### config.mk
export PLATFORM = sky130hd
export DESIGN_NAME = dio_xlate
export DESIGN_NICKNAME = d
export VERILOG_FILES = /design/src/rtl/dio_xlate.sv
export SDC_FILE = /design/constraint.sdc
export NUM_CORES = 1
export LEC_CHECK = 0
export ABC_AREA = 1
export BUFFER_PORTS_ARGS = -buffer_cell sky130_fd_sc_hd__buf_2
export CORE_UTILIZATION = 45
export CTS_CLUSTER_SIZE = 24
export DETAILED_ROUTE_END_ITERATION = 8
export PLACE_DENSITY = 0.87
export SETUP_SLACK_MARGIN = 0.02
export SYNTH_ARGS = -nofsm -noshare
export SYNTH_HDL_FRONTEND = slang
export SYNTH_SLANG_ARGS = --single-unit
### constraint.sdc
create_clock -name clk -period 1.4 [get_ports clk]
set_input_delay 0.28 -clock clk [delete_from_list [all_inputs] [get_ports clk]]
set_output_delay 0.28 -clock clk [all_outputs]
set_load 0.01 [all_outputs]
### src/rtl/dio_xlate.sv
module dio_xlate #(
  parameter logic [31:0] WIN_BASE = 32'h8000_0000,
  parameter int          WIN_AW   = 23,
  parameter logic [31:0] IO_BASE  = 32'h8000_0000,
  parameter int          PORT_W   = 16,
  parameter int          GRP_W    = 5,
  parameter int          PAGE_W   = 12
) (
  input  logic        clk,
  input  logic        rst_n,
  input  logic        map_sparse,
  input  logic        req_valid,
  input  logic        req_write,
  input  logic [31:0] req_addr,
  input  logic [2:0]  req_size,
  input  logic [31:0] req_wdata,
  output logic        io_valid,
  output logic        io_write,
  output logic [31:0] io_addr,
  output logic [2:0]  io_size,
  output logic [31:0] io_wdata,
  input  logic        io_rvalid,
  input  logic [31:0] io_rdata,
  output logic        err,
  output logic        rsp_valid,
  output logic [31:0] rsp_data
);
  localparam int SPG_W = PORT_W - GRP_W;

  function automatic logic [31:0] lane_mask(input logic [2:0] sz);
    case (sz)
      3'd1:    lane_mask = 32'h0000_00FF;
      3'd2:    lane_mask = 32'h0000_FFFF;
      default: lane_mask = 32'hFFFF_FFFF;
    endcase
  endfunction

  logic        hit, legal, take, refuse;
  logic [31:0] port_c, port_s, port;
  logic [2:0]  rd_size;

  assign hit    = req_addr[31:WIN_AW] == WIN_BASE[31:WIN_AW];
  assign legal  = (req_size == 3'd1) || (req_size == 3'd2) || (req_size == 3'd4);
  assign take   = req_valid && hit && legal;
  assign refuse = req_valid && hit && !legal;

  assign port_c = 32'(req_addr[PORT_W-1:0]);
  assign port_s = 32'({req_addr[PAGE_W +: SPG_W], req_addr[GRP_W-1:0]});
  assign port   = map_sparse ? port_s : port_c;

  always_ff @(posedge clk) begin
    if (!rst_n) begin
      io_valid  <= 1'b0;
      err       <= 1'b0;
      io_write  <= 1'b0;
      io_addr   <= '0;
      io_size   <= '0;
      io_wdata  <= '0;
      rd_size   <= 3'd4;
      rsp_valid <= 1'b0;
      rsp_data  <= '0;
    end else begin
      io_valid  <= take;
      err       <= refuse;
      rsp_valid <= io_rvalid;
      if (take) begin
        io_write <= req_write;
        io_addr  <= IO_BASE + port;
        io_size  <= req_size;
        io_wdata <= req_write ? (req_wdata & lane_mask(req_size)) : '0;
        if (!req_write) rd_size <= req_size;
      end
      if (io_rvalid) rsp_data <= io_rdata & lane_mask(rd_size);
    end
  end
endmodule


### Word-level counts from Yosys, hierarchy flattened

Cells that the tools add are included.

| storage, ports and cells | value |
|---|---|
| bits in registers | 106 |
| bits of input ports | 105 |
| output and inout bits | 103 |
| word-level logic and storage cells | 34 |

| operators by class | value |
|---|---|
| add/subtract/negate cells | 1 |
| equal/unequal tests | 6 |
| muxes and demuxes | 8 |
| bitwise operators | 3 |
| reductions and logical operators | 7 |

Operator list:

| cell | number |
|---|---|
| 32-bit 2-to-1 mux | 5 |
| 32-bit one-hot mux with 2 select lines | 2 |
| 32-bit AND | 2 |
| 32-bit by 16-bit adder with 32-bit output (first input constant) | 1 |
| 16-bit 2-to-1 mux | 1 |
| 9-bit equality test (second input constant) | 1 |
| 3-bit by 1-bit equality test with 1-bit output (second input constant) | 2 |
| 3-bit by 2-bit equality test with 1-bit output (second input constant) | 2 |
| 3-bit equality test (second input constant) | 1 |
| 1-bit logical AND | 3 |
| 1-bit logical OR | 2 |
| 2-bit AND reduction | 1 |
| 1-bit zero test | 1 |
| 1-bit inverter | 1 |

### Longest topological paths before layout

| depth | value |
|---|---|
| depth in word-level cells | 8 |
| gate-level depth with buffers | 8 |
| depth with buffers taken out | 7 |

### Worst setup path after synthesis

OpenSTA, ideal clock, no wires.

| timing | value |
|---|---|
| path kind | in2reg |
| from | in map_sparse |
| to | reg io_addr[10] |
| setup time | 0.113 ns |
| arrival time | 1.126 ns |
| data required time | 1.287 ns |
| slack | 0.161 ns |
| stages | 4 |
| buffers on the path | 1 |
| path through | clkbuf_1 > mux2_2 > o21ai_1 > nor2_1 |

| between the ends | value |
|---|---|
| longest elaborated chain between the ends | 2 |

Ends and longest elaborated chain:

| what | RTL line | source |
|---|---|---|
| start: declaration | 11 | `input logic map_sparse,` |
| 16-bit 2-to-1 mux | 49 | `assign port = map_sparse ? port_s : port_c;` |
| 32-bit by 16-bit adder with 32-bit output | 68 | `io_addr <= IO_BASE + port;` |
| end signal: assignment | 68 |  |
| end: declaration | 19 | `output logic [31:0] io_addr,` |

No other way between the ends.
A chain may end at the register's enable or synchronous reset.

### Worst setup path in the final report

| timing | value |
|---|---|
| from | reg rd_size[0] |
| to | reg rsp_data[12] |

| between the ends | value |
|---|---|
| longest elaborated chain between the ends | 5 |
| elaborated cells between the ends (all ways) | 6 |
| those cells by class | eq/ne (2); mux (3); bitwise (1) |

Ends and longest elaborated chain:

| what | RTL line | source |
|---|---|---|
| start: declaration | 40 | `logic [2:0] rd_size;` |
| start signal: assignment | 71 | `if (!req_write) rd_size <= req_size;` |
| 3-bit by 2-bit equality test with 1-bit output / 3-bit by 1-bit equality test with 1-bit output (equally long branches) | 31 | `case (sz)` |
| 32-bit one-hot mux with 2 select lines (*) | 31 |  |
| 32-bit 2-to-1 mux (*) | 73 | `if (io_rvalid) rsp_data <= io_rdata & lane_mask(rd_size);` |
| 32-bit 2-to-1 mux (*) | 52 | `if (!rst_n) begin` |
| 32-bit AND (*) | 73 |  |
| end signal: assignment | 73 |  |
| end: declaration | 26 | `output logic [31:0] rsp_data` |

Mark *: on every way between the ends. The rest lies on a longest branch, timed or not. The select of a mux whose other input is x is not followed.

==> summary.md <==
| Metric | Value |
|---|---|
| Status | completed |
| Max_cap viols | 0 |
| Routed via count | about 4000 |
| Clk Latency, worst-skew pair | ~0.34 ns |
| Die area | between 8000 and 9000 um2 |
| Via density | about 5.0 |
| Synth Register Bits | 91 |
| Cell variety after synth | 22 |
| Total CTS buffers | 9 |
| Core Region | between 8000 and 9000 um2 |
| Postcts setup bufs | 0 |
| Routed len/inst | 12.5 um |
| Cts hold-fix bufs | 0 |
| Drt pass-1 iters | 4 |
| Top cell type's share of synthesized area | between 40 and 50% |
| # nets final | 788 |
| Antenna fix cells | 0 |
| Synth-to-Final Area Change | 32.0% |
| Cell row count | 33 |
| Crit-path max FO | 8 |
| IO Count | ~210 |
| Pin count of the biggest net entering global routing | 50 |
| Sequential Area | roughly 1800 um2 |
| Peak supply drop | ~660 uV |
| Cell Area, Synth | between 3000 and 4000 um2 |
| Warnings, synthesis | 0 |
| Fin crit share | between 80% and 90% |
| Pre-CTS setup slack | -0.130 ns |
| Average cell area after synthesis | about 7.7 um2 |
| Required time worst endpoint | ~1.6 ns |
| Sequential share of the synthesized area | 47.5% |
| Root Driver | clkbuf_8 |
| Max Freq | 830 MHz |
| Initial core utilization | a little under half |
| Vias in the first global route | between 3000 and 4000 |
| Die W | around 94 um |
| Setup ws final | approximately 0.20 ns |
| Max clock buf depth | 2 |
| Syn Inst Count | 497 |
| Final setup viols | 0 |
| RSZ-0062 raised after global routing | no |
| Post-synth EDFFs | 0 |
| Antenna viol nets, final | 0 |
| CTS tree | done |
| Commonest non-fill, non-tap cell in the layout | buf_2 |
| Hold WC Path Type | input pin to flip-flop |
| Clock Skew | around 0.0074 ns |
| Area occupied by multi-input gates | roughly 1600 um2 |
| Total Power Consumption | approximately 5 mW |
| Main synth FF type | dfxtp_1 |
| Critical path class | flip-flop to flip-flop |
| Critical Path Source Type | flip-flop |
| Grt ovf | 0 |
| Hold WS | about 0.16 ns |
| Post-Route WL | 9890 um |
| Min Clock Period, post-route | about 1.2 ns |
| Type of destination of the critical path | flip-flop |
| Worst-path clk slew | 0.09 ns |
| Clock sinks | a little over 90 |
| Reg2Reg Setup Slack | 0.20 ns |
| # fillers | 740 |
| IO buf count | 192 |
| Area leader, netlist | dfxtp_1 |
| Worst EP arrival | between 1 and 1.5 ns |
| Most frequent cells in the layout | buf_2, dfxtp_1, nor2_1 |
| Initial DRC Count | 132 |
| Die height | between 90 and 100 um |
| Hold Vio Cnt, Final | 0 |
| Async set-or-reset flop fraction in the synthesized netlist | 0% |
| Initial antenna violation count | 0 |
| DP HPWL | around 7400 um |
| Top cells by area, synth | dfxtp_1, nor2_1, a21oi_1 |
| RePlAce Congestion | roughly 0.83 |
| P per Cell Area | about 1000 nW/um2 |
| First-pass GRT wire length | between 15000 and 20000 um |
| Leakage power figure | 2.59 nW |
| Total track usage | 21.7% |
| H-tree levels | 3 |
| Share of cells above drive strength 1 | a little over a third |
| Final slew viol count | 0 |
| DRC | 0 |
[timing repair]
item | 4_1_cts | 5_1_grt
gates cloned | 0 | 0
resized for setup | 1 | 2
endpoints found under the setup margin | 16 | 14
pin swaps | 0 | 0
[cells in the mapped netlist, drive strengths merged (2+ instances only)]
| cell | count |
|---|---|
| dfxtp | 91 |
| nor2 | 78 |
| nand2 | 77 |
| a21oi | 57 |
| o21ai | 51 |
| inv | 36 |
| nand4 | 33 |
| buf | 31 |
| clkbuf | 19 |
| mux2 | 11 |
| nand3 | 9 |
| nor3 | 2 |
[final cells by class]
cell class / instances / area share [%]
sequential: 91 / 36.0
inverter: 36 / 2.67
clock buffer: 10 / 2.52
tap: 105 / 2.60
clock inverter: 6 / 1.31
timing repair buffer: 211 / 22.3
multi-input combinational: 334 / 32.6
[final timing paths]
kind / from / depth (start not counted) / endpoint
worst min register to register: io_wdata[4] / 2 / io_wdata[4]
worst min-delay path: io_rdata[2] / 3 / rsp_data[2]
worst max register to register: rd_size[0] / 6 / rsp_data[12]
worst max-delay path: rd_size[0] / 6 / rsp_data[12]
[logic make-up (layout without fill, tap and decap cells)]
kind of cell,after synthesis,after routing,synth area share (%)
buf+inv,86,263,11.2
mux,11,11,3.23
compound gates,108,108,14.1
other cells,1,15,0.0978
flops,91,91,47.5
simple gates,200,200,23.9
[report_power, final]
group | switching [mW] | internal [mW] | total [mW] | leakage, nW
logic | 0.336 | 0.267 | 0.603 | 1.76
registers | 0.0316 | 2.65 | 2.68 | 0.741
clock network | 0.908 | 0.826 | 1.73 | 0.0885
[stage by stage]
step | utilization [%] | instance area (um2) | std cells | setup TNS [ns]
finish | 61.6 | 5060 | 793 | 0
global placement | 59.1 | 4850 | 777 | -1.24
global route | 61.6 | 5060 | 793 | 0
CTS | 61.5 | 5050 | 793 | 0
detailed placement | 59.1 | 4850 | 777 | -2.61
floorplan | - | 3890 | 511 | 0
[flip-flops by register name, indices dropped and copies added, names as in the netlist, 3 cells and up]
| register | flops |
|---|---|
| rsp_data | 32 |
| io_addr | 17 |
| io_size | 3 |
| io_wdata | 32 |
| rd_size | 3 |
[routing by layer]
layer / share of wire, % / GRT usage, % / vias to the layer above
li1: - / - / 1970
met1: 40 / 24.3 / 1803
met2: 52 / 39.7 / 165
met3: 6.2 / 4.13 / 18
met4: 1.9 / 9.23 / 0
met5: 0 / 0 / -
[worst max-delay path: stages, from the launching register on]
cell and delay [ns]:
dfxtp_1 0.35, inv_1 0.07, nor3_2 0.23, buf_4 0.17, inv_1 0.11, nand2_1 0.09, a21oi_1 0.06
(Power assumes the default switching activity.)
